### src/rtl/spl_pkg.sv
package spl_pkg;

  localparam int unsigned DATA_W      = 32;
  localparam int unsigned BYTES       = DATA_W / 8;
  localparam int unsigned VAL_W       = 8;
  localparam int unsigned SCL_W       = 2;
  localparam int unsigned PSN_W       = 13;

  // control word layout
  localparam int unsigned CTRL_VAL_LSB = 0;
  localparam int unsigned CTRL_SCL_LSB = 8;
  localparam int unsigned CTRL_EN_BIT  = 16;

  // slot control / status word layout
  localparam int unsigned SLT_DIS_BIT  = 13;
  localparam int unsigned SLT_DIS_LANE = SLT_DIS_BIT / 8;
  localparam int unsigned STA_PDS_BIT  = 16 + 6;

  // slot capabilities word layout
  localparam int unsigned CAP_VAL_LSB  = 7;
  localparam int unsigned CAP_SCL_LSB  = 15;
  localparam int unsigned CAP_PSN_LSB  = 19;

  typedef enum logic [1:0] {
    A_CTRL = 2'd0,
    A_SLOT = 2'd1,
    A_CAP  = 2'd2,
    A_NONE = 2'd3
  } spl_addr_e;

  typedef struct packed {
    logic             en;
    logic [SCL_W-1:0] scale;
    logic [VAL_W-1:0] value;
  } spl_cfg_t;

  function automatic logic [DATA_W-1:0] ctrl_pack(input spl_cfg_t c);
    logic [DATA_W-1:0] w;
    w = '0;
    w[CTRL_VAL_LSB +: VAL_W] = c.value;
    w[CTRL_SCL_LSB +: SCL_W] = c.scale;
    w[CTRL_EN_BIT]           = c.en;
    return w;
  endfunction

  function automatic spl_cfg_t ctrl_unpack(input logic [DATA_W-1:0] w);
    spl_cfg_t c;
    c.value = w[CTRL_VAL_LSB +: VAL_W];
    c.scale = w[CTRL_SCL_LSB +: SCL_W];
    c.en    = w[CTRL_EN_BIT];
    return c;
  endfunction

  function automatic logic [DATA_W-1:0] cap_pack(input spl_cfg_t c,
                                                 input logic [PSN_W-1:0] psn);
    logic [DATA_W-1:0] w;
    w = '0;
    w[CAP_VAL_LSB +: VAL_W] = c.value;
    w[CAP_SCL_LSB +: SCL_W] = c.scale;
    w[CAP_PSN_LSB +: PSN_W] = psn;
    return w;
  endfunction

  function automatic logic [DATA_W-1:0] slot_pack(input logic dis_bit);
    logic [DATA_W-1:0] w;
    w = '0;
    w[SLT_DIS_BIT] = dis_bit;
    w[STA_PDS_BIT] = 1'b1;
    return w;
  endfunction

  // disable bit as seen by software: stored flag when no limit, else ~enable
  function automatic logic dis_view(input spl_cfg_t c, input logic flag);
    return (c.value == '0) ? flag : ~c.en;
  endfunction

endpackage

### src/rtl/spl_cfg_regs.sv
module spl_cfg_regs
  import spl_pkg::*;
(
  input  logic              clk,
  input  logic              rst_n,
  input  logic              wr_ctrl,
  input  logic              wr_slot,
  input  logic [DATA_W-1:0] wdata,
  input  logic [BYTES-1:0]  be,
  input  logic              setup_go,
  input  logic [VAL_W-1:0]  setup_value,
  input  logic [SCL_W-1:0]  setup_scale,
  input  logic              teardown_go,
  output spl_cfg_t          cfg,
  output logic              dis_flag
);

  spl_cfg_t          cfg_q, cfg_d;
  logic              flag_q;
  logic [DATA_W-1:0] cur_word;
  logic [DATA_W-1:0] merged;
  logic              slot_lane_hit;

  assign cur_word = ctrl_pack(cfg_q);

  for (genvar b = 0; b < BYTES; b++) begin : g_lane
    assign merged[8*b +: 8] = be[b] ? wdata[8*b +: 8] : cur_word[8*b +: 8];
  end

  assign slot_lane_hit = wr_slot && be[SLT_DIS_LANE];

  always_comb begin
    cfg_d = cfg_q;
    if (teardown_go) begin
      cfg_d = '0;
    end else if (setup_go) begin
      cfg_d = '0;
      if (setup_value != '0) begin
        cfg_d.value = setup_value;
        cfg_d.scale = setup_scale;
        cfg_d.en    = 1'b1;
      end
    end else if (wr_ctrl) begin
      cfg_d = ctrl_unpack(merged);
    end else if (slot_lane_hit && (cfg_q.value != '0)) begin
      cfg_d.en = ~wdata[SLT_DIS_BIT];
    end
  end

  always_ff @(posedge clk or negedge rst_n) begin
    if (!rst_n) begin
      cfg_q  <= '0;
      flag_q <= 1'b0;
    end else begin
      cfg_q <= cfg_d;
      if (slot_lane_hit) flag_q <= wdata[SLT_DIS_BIT];
    end
  end

  assign cfg      = cfg_q;
  assign dis_flag = flag_q;

endmodule

### src/rtl/spl_link_trig.sv
module spl_link_trig
  import spl_pkg::*;
(
  input  logic             clk,
  input  logic             rst_n,
  input  logic             dl_up,
  input  spl_cfg_t         cfg,
  output logic             link_rise,
  output logic             msg_valid,
  output logic [VAL_W-1:0] msg_value,
  output logic [SCL_W-1:0] msg_scale
);

  logic dl_s, dl_q;
  logic fire;

  assign link_rise = dl_s && !dl_q;
  assign fire      = link_rise && cfg.en;

  always_ff @(posedge clk or negedge rst_n) begin
    if (!rst_n) begin
      dl_s      <= 1'b0;
      dl_q      <= 1'b0;
      msg_valid <= 1'b0;
      msg_value <= '0;
      msg_scale <= '0;
    end else begin
      dl_s      <= dl_up;
      dl_q      <= dl_s;
      msg_valid <= fire;
      if (fire) begin
        msg_value <= cfg.value;
        msg_scale <= cfg.scale;
      end
    end
  end

endmodule

### src/rtl/spl_view.sv
module spl_view
  import spl_pkg::*;
#(
  parameter int unsigned PORT_INDEX = 0
) (
  input  spl_cfg_t          cfg,
  input  logic              dis_flag,
  input  spl_addr_e         addr,
  output logic              dis_read,
  output logic [DATA_W-1:0] rdata
);

  localparam logic [PSN_W-1:0] SLOT_NUM = PSN_W'(PORT_INDEX + 1);

  assign dis_read = dis_view(cfg, dis_flag);

  always_comb begin
    unique case (addr)
      A_CTRL:  rdata = ctrl_pack(cfg);
      A_SLOT:  rdata = slot_pack(dis_read);
      A_CAP:   rdata = cap_pack(cfg, SLOT_NUM);
      default: rdata = '0;
    endcase
  end

endmodule

### src/rtl/slot_pwr_msg_ctrl.sv
module slot_pwr_msg_ctrl
  import spl_pkg::*;
#(
  parameter int unsigned PORT_INDEX = 0
) (
  input  logic        clk,
  input  logic        rst_n,
  input  logic        cfg_wr,
  input  logic [1:0]  cfg_addr,
  input  logic [31:0] cfg_wdata,
  input  logic [3:0]  cfg_be,
  output logic [31:0] cfg_rdata,
  input  logic        setup_go,
  input  logic [7:0]  setup_value,
  input  logic [1:0]  setup_scale,
  input  logic        teardown_go,
  input  logic        dl_up,
  output logic        msg_valid,
  output logic [7:0]  msg_value,
  output logic [1:0]  msg_scale
);

  spl_addr_e addr_e;
  spl_cfg_t  cfg_w;
  logic      wr_ctrl_w, wr_slot_w;
  logic      dis_flag_w, dis_read_w;
  logic      link_rise_w;

  // named internal events for the bound checker
  logic       cfg_en_w;
  logic [7:0] cfg_value_w;
  logic [1:0] cfg_scale_w;

  assign addr_e      = spl_addr_e'(cfg_addr);
  assign wr_ctrl_w   = cfg_wr && (addr_e == A_CTRL);
  assign wr_slot_w   = cfg_wr && (addr_e == A_SLOT);
  assign cfg_en_w    = cfg_w.en;
  assign cfg_value_w = cfg_w.value;
  assign cfg_scale_w = cfg_w.scale;

  spl_cfg_regs u_regs (
    .clk         (clk),
    .rst_n       (rst_n),
    .wr_ctrl     (wr_ctrl_w),
    .wr_slot     (wr_slot_w),
    .wdata       (cfg_wdata),
    .be          (cfg_be),
    .setup_go    (setup_go),
    .setup_value (setup_value),
    .setup_scale (setup_scale),
    .teardown_go (teardown_go),
    .cfg         (cfg_w),
    .dis_flag    (dis_flag_w)
  );

  spl_link_trig u_trig (
    .clk       (clk),
    .rst_n     (rst_n),
    .dl_up     (dl_up),
    .cfg       (cfg_w),
    .link_rise (link_rise_w),
    .msg_valid (msg_valid),
    .msg_value (msg_value),
    .msg_scale (msg_scale)
  );

  spl_view #(.PORT_INDEX(PORT_INDEX)) u_view (
    .cfg      (cfg_w),
    .dis_flag (dis_flag_w),
    .addr     (addr_e),
    .dis_read (dis_read_w),
    .rdata    (cfg_rdata)
  );

endmodule

### config.mk
export PLATFORM = sky130hd
export DESIGN_NAME = slot_pwr_msg_ctrl
export DESIGN_NICKNAME = d
export VERILOG_FILES = /design/src/rtl/spl_pkg.sv /design/src/rtl/spl_cfg_regs.sv /design/src/rtl/spl_link_trig.sv /design/src/rtl/spl_view.sv /design/src/rtl/slot_pwr_msg_ctrl.sv
export SDC_FILE = /design/constraint.sdc
export NUM_CORES = 1
export LEC_CHECK = 0
export BUFFER_PORTS_ARGS = -buffer_cell sky130_fd_sc_hd__clkbuf_2
export CAP_MARGIN = 30
export CORE_MARGIN = 5
export CORE_UTILIZATION = 35
export DETAILED_ROUTE_END_ITERATION = 8
export GPL_ROUTABILITY_DRIVEN = 0
export PLACE_DENSITY = 0.73
export SYNTH_ARGS = -nofsm -noshare
export SYNTH_HDL_FRONTEND = slang
export SYNTH_HIERARCHICAL = 1
export SYNTH_SLANG_ARGS = --single-unit
### constraint.sdc
create_clock -name clk -period 1.5 [get_ports clk]
set_input_delay 0.075 -clock clk [delete_from_list [all_inputs] [get_ports clk]]
set_output_delay 0.075 -clock clk [all_outputs]
set_load 0.01 [all_outputs]
==> impl_metrics.ini <==
[setup_path]
crit_arrival_ns = 1.56
crit_type = flop to primary output
cp_top_family = flip-flops
cp.buffers_inverters = 2
slowest_delay_ns = 0.40
cp-start-kind = flop
cp_cell_sequence = buf_6 > nor4_4 > a2111oi_2 > a211o_1 > clkbuf_2
path_max_fanout = 2
endpoint_kind = primary output
worstPathRequired_ns = 1.42
slowest_stage = dfrtp_1

[route]
first_pass_iters = 4
drc = 0
first_iter_violations = 30
vias_per_cell = 4.64
num_vias = 1230
drt_wl_total_mm = 3.74
ant_nets = 0
avgRoutedWirePerCell_microns = 14.1

[global_route]
antenna_found_initial = 0
grtUsageTotal = 0.135
grt_pass1_vias = 1208
grt_pass1_wl_mm = 5.77
globalRouteOverflowTotal = 0
grt_max_degree = 26

[place]
port_buffers = 62
dp_hpwl_mm = 2.97

[timing]
rsz0062_at_grt = yes
clock_skew_ns = 0.00355
timing.final.ws_setup_ns = -0.135
finalSetupViolations = 2
relSlewSlack = 0.579
slew_viol_final = 0
fin_crit_ns = 1.63
worst_slew_pin_slew_ns = 0.631
finalHoldViolCount = 0
fin_crit_sh = 1.09
fmax_ghz = 0.612

[cells_and_area]
nets = 268
n_fill_cell = 422
syn_to_final_growth_pct = 33.2
post-route-util = 0.474
diodes = 0
drive_above_1_share = 0.493

[cts]
clock_sinks = 25
cts_tree = yes
clock_tree.root_cell = clkbuf_8
clk_latency_ns = 0.27
clk_path_buf_depth = 2
numCtsBuffers = 3
h-tree-depth = 1
cts.clk_slew.worst_paths_ns = 0.09

[job]
drv_cap = 0

[die]
dieArea_sq_um = 5750
coreArea_sq_um = 4260
initial_core_util = 0.356
rows = 24
die_height_microns = 75.8
io_pins = 97
die_w_microns = 75.8

[power_and_ir_drop]
total_power_w = 0.00178
p_leak_nw = 1.12
ir_worst_vdd_v = 0.000420
cellPowerDensity_nw_per_um2 = 883

[yosys]
synthCells = 135
ys_warn_count = 6
netlist_area_sq_um = 1520
synth.avg_cell_area_sq_um = 11.2

[run_status]
violations = setup timing
status = finished, violations left

[worst_hold_path]
hold_class = primary input to flop
## flip-flops by register name (all words and copies together) (netlist names)
name and flops:
u_trig/dl_q 1, u_regs/dis_flag 1, u_trig/msg_scale 2, u_trig/dl_s 1, u_trig/msg_value 8, u_trig/msg_valid 1
u_regs/cfg 11
## cell usage in the layout (no fill, tap or decap), drive strengths merged
cell,instances
a2111oi,1
buf,17
dlygate4sd3,2
nand3b,1
nor3b,1
nand2b,1
and2b,1
clkinv,1
conb,13
o21bai,1
nor2,6
and4,1
o21ai,2
dfrtp,25
or2,1
a211o,1
nor4,6
and3b,1
mux2,12
a21oi,3
o31ai,8
mux2i,14
nor2b,1
a211oi,2
clkbuf,65
inv,2
and2,12
nand2,12
## repair_timing
action                                  in CTS  in global routing
setup buffers                                5                  0
pin swaps                                    4                  0
endpoints found under the setup margin       2                  2
endpoints found under the hold margin       26                  0
hold buffers                                 2                  0
resized for setup                            7                  0
## path summary, 6_finish.rpt
path / startpoint / end / slack, ns / cells past startpoint
min: setup_scale[0] / u_regs/cfg[8] / 0.02 / 3
min reg2reg: u_trig/dl_s / u_trig/dl_q / 0.46 / 0
max reg2reg: u_regs/cfg[1] / u_regs/cfg[10] / -0.08 / 5
max: u_regs/cfg[4] / cfg_rdata[13] / -0.13 / 5
max in group asynchronous: rst_n / u_trig/dl_s / 0.74 / 2
min in group asynchronous: rst_n / u_regs/cfg[0] / 0.35 / 2
## routing by layer
metal	vias to the layer above	track usage	wire, microns
li1	602	-	-
met1	575	0.173	1600
met2	48	0.221	1780
met3	5	0.0290	306
met4	0	0.0524	57
met5	-	0	0
## worst reg2reg max path, cell delays in order (launching register included)
cell	delay (ns)
dfrtp_1	0.39
buf_4	0.14
nor4_2	0.29
a211oi_1	0.14
a211oi_2	0.17
mux2_2	0.34
## final cells by class
class | instances | area (sq um) | share of cell area
Clock buffer | 3 | 41.3 | 0.0204
Timing Repair Buffer | 81 | 473 | 0.234
Multi-Input combinational cell | 101 | 802 | 0.397
Sequential cell | 25 | 626 | 0.310
Clock inverter | 1 | 5.00 | 0.00248
Tap cell | 52 | 65.1 | 0.0322
Inverter | 2 | 7.51 | 0.00372
## per-stage QoR
step	worst slack [ns]	hold WS, ns	std cells	cell area, sq um	TNS, ns
2_1_floorplan	0.100	-0.221	147	1560	0
3_3_place_gp	0.00733	0.111	254	1880	0
3_5_place_dp	0.0239	0.121	254	1880	0
4_1_cts	-0.147	0.0143	265	2020	-0.233
5_1_grt	-0.232	0.0370	265	2020	-0.395
6_report	-0.135	0.0192	265	2020	-0.212
## power breakdown
part	total (W)	switching, W	leakage [nW]	internal [W]
Sequential	0.000833	0.0000624	0.322	0.000770
Clock	0.000393	0.000207	0.0255	0.000186
Combinational	0.000557	0.000261	0.768	0.000296
Total	0.00178	0.000530	1.12	0.00125
(Power assumes the default switching activity.)
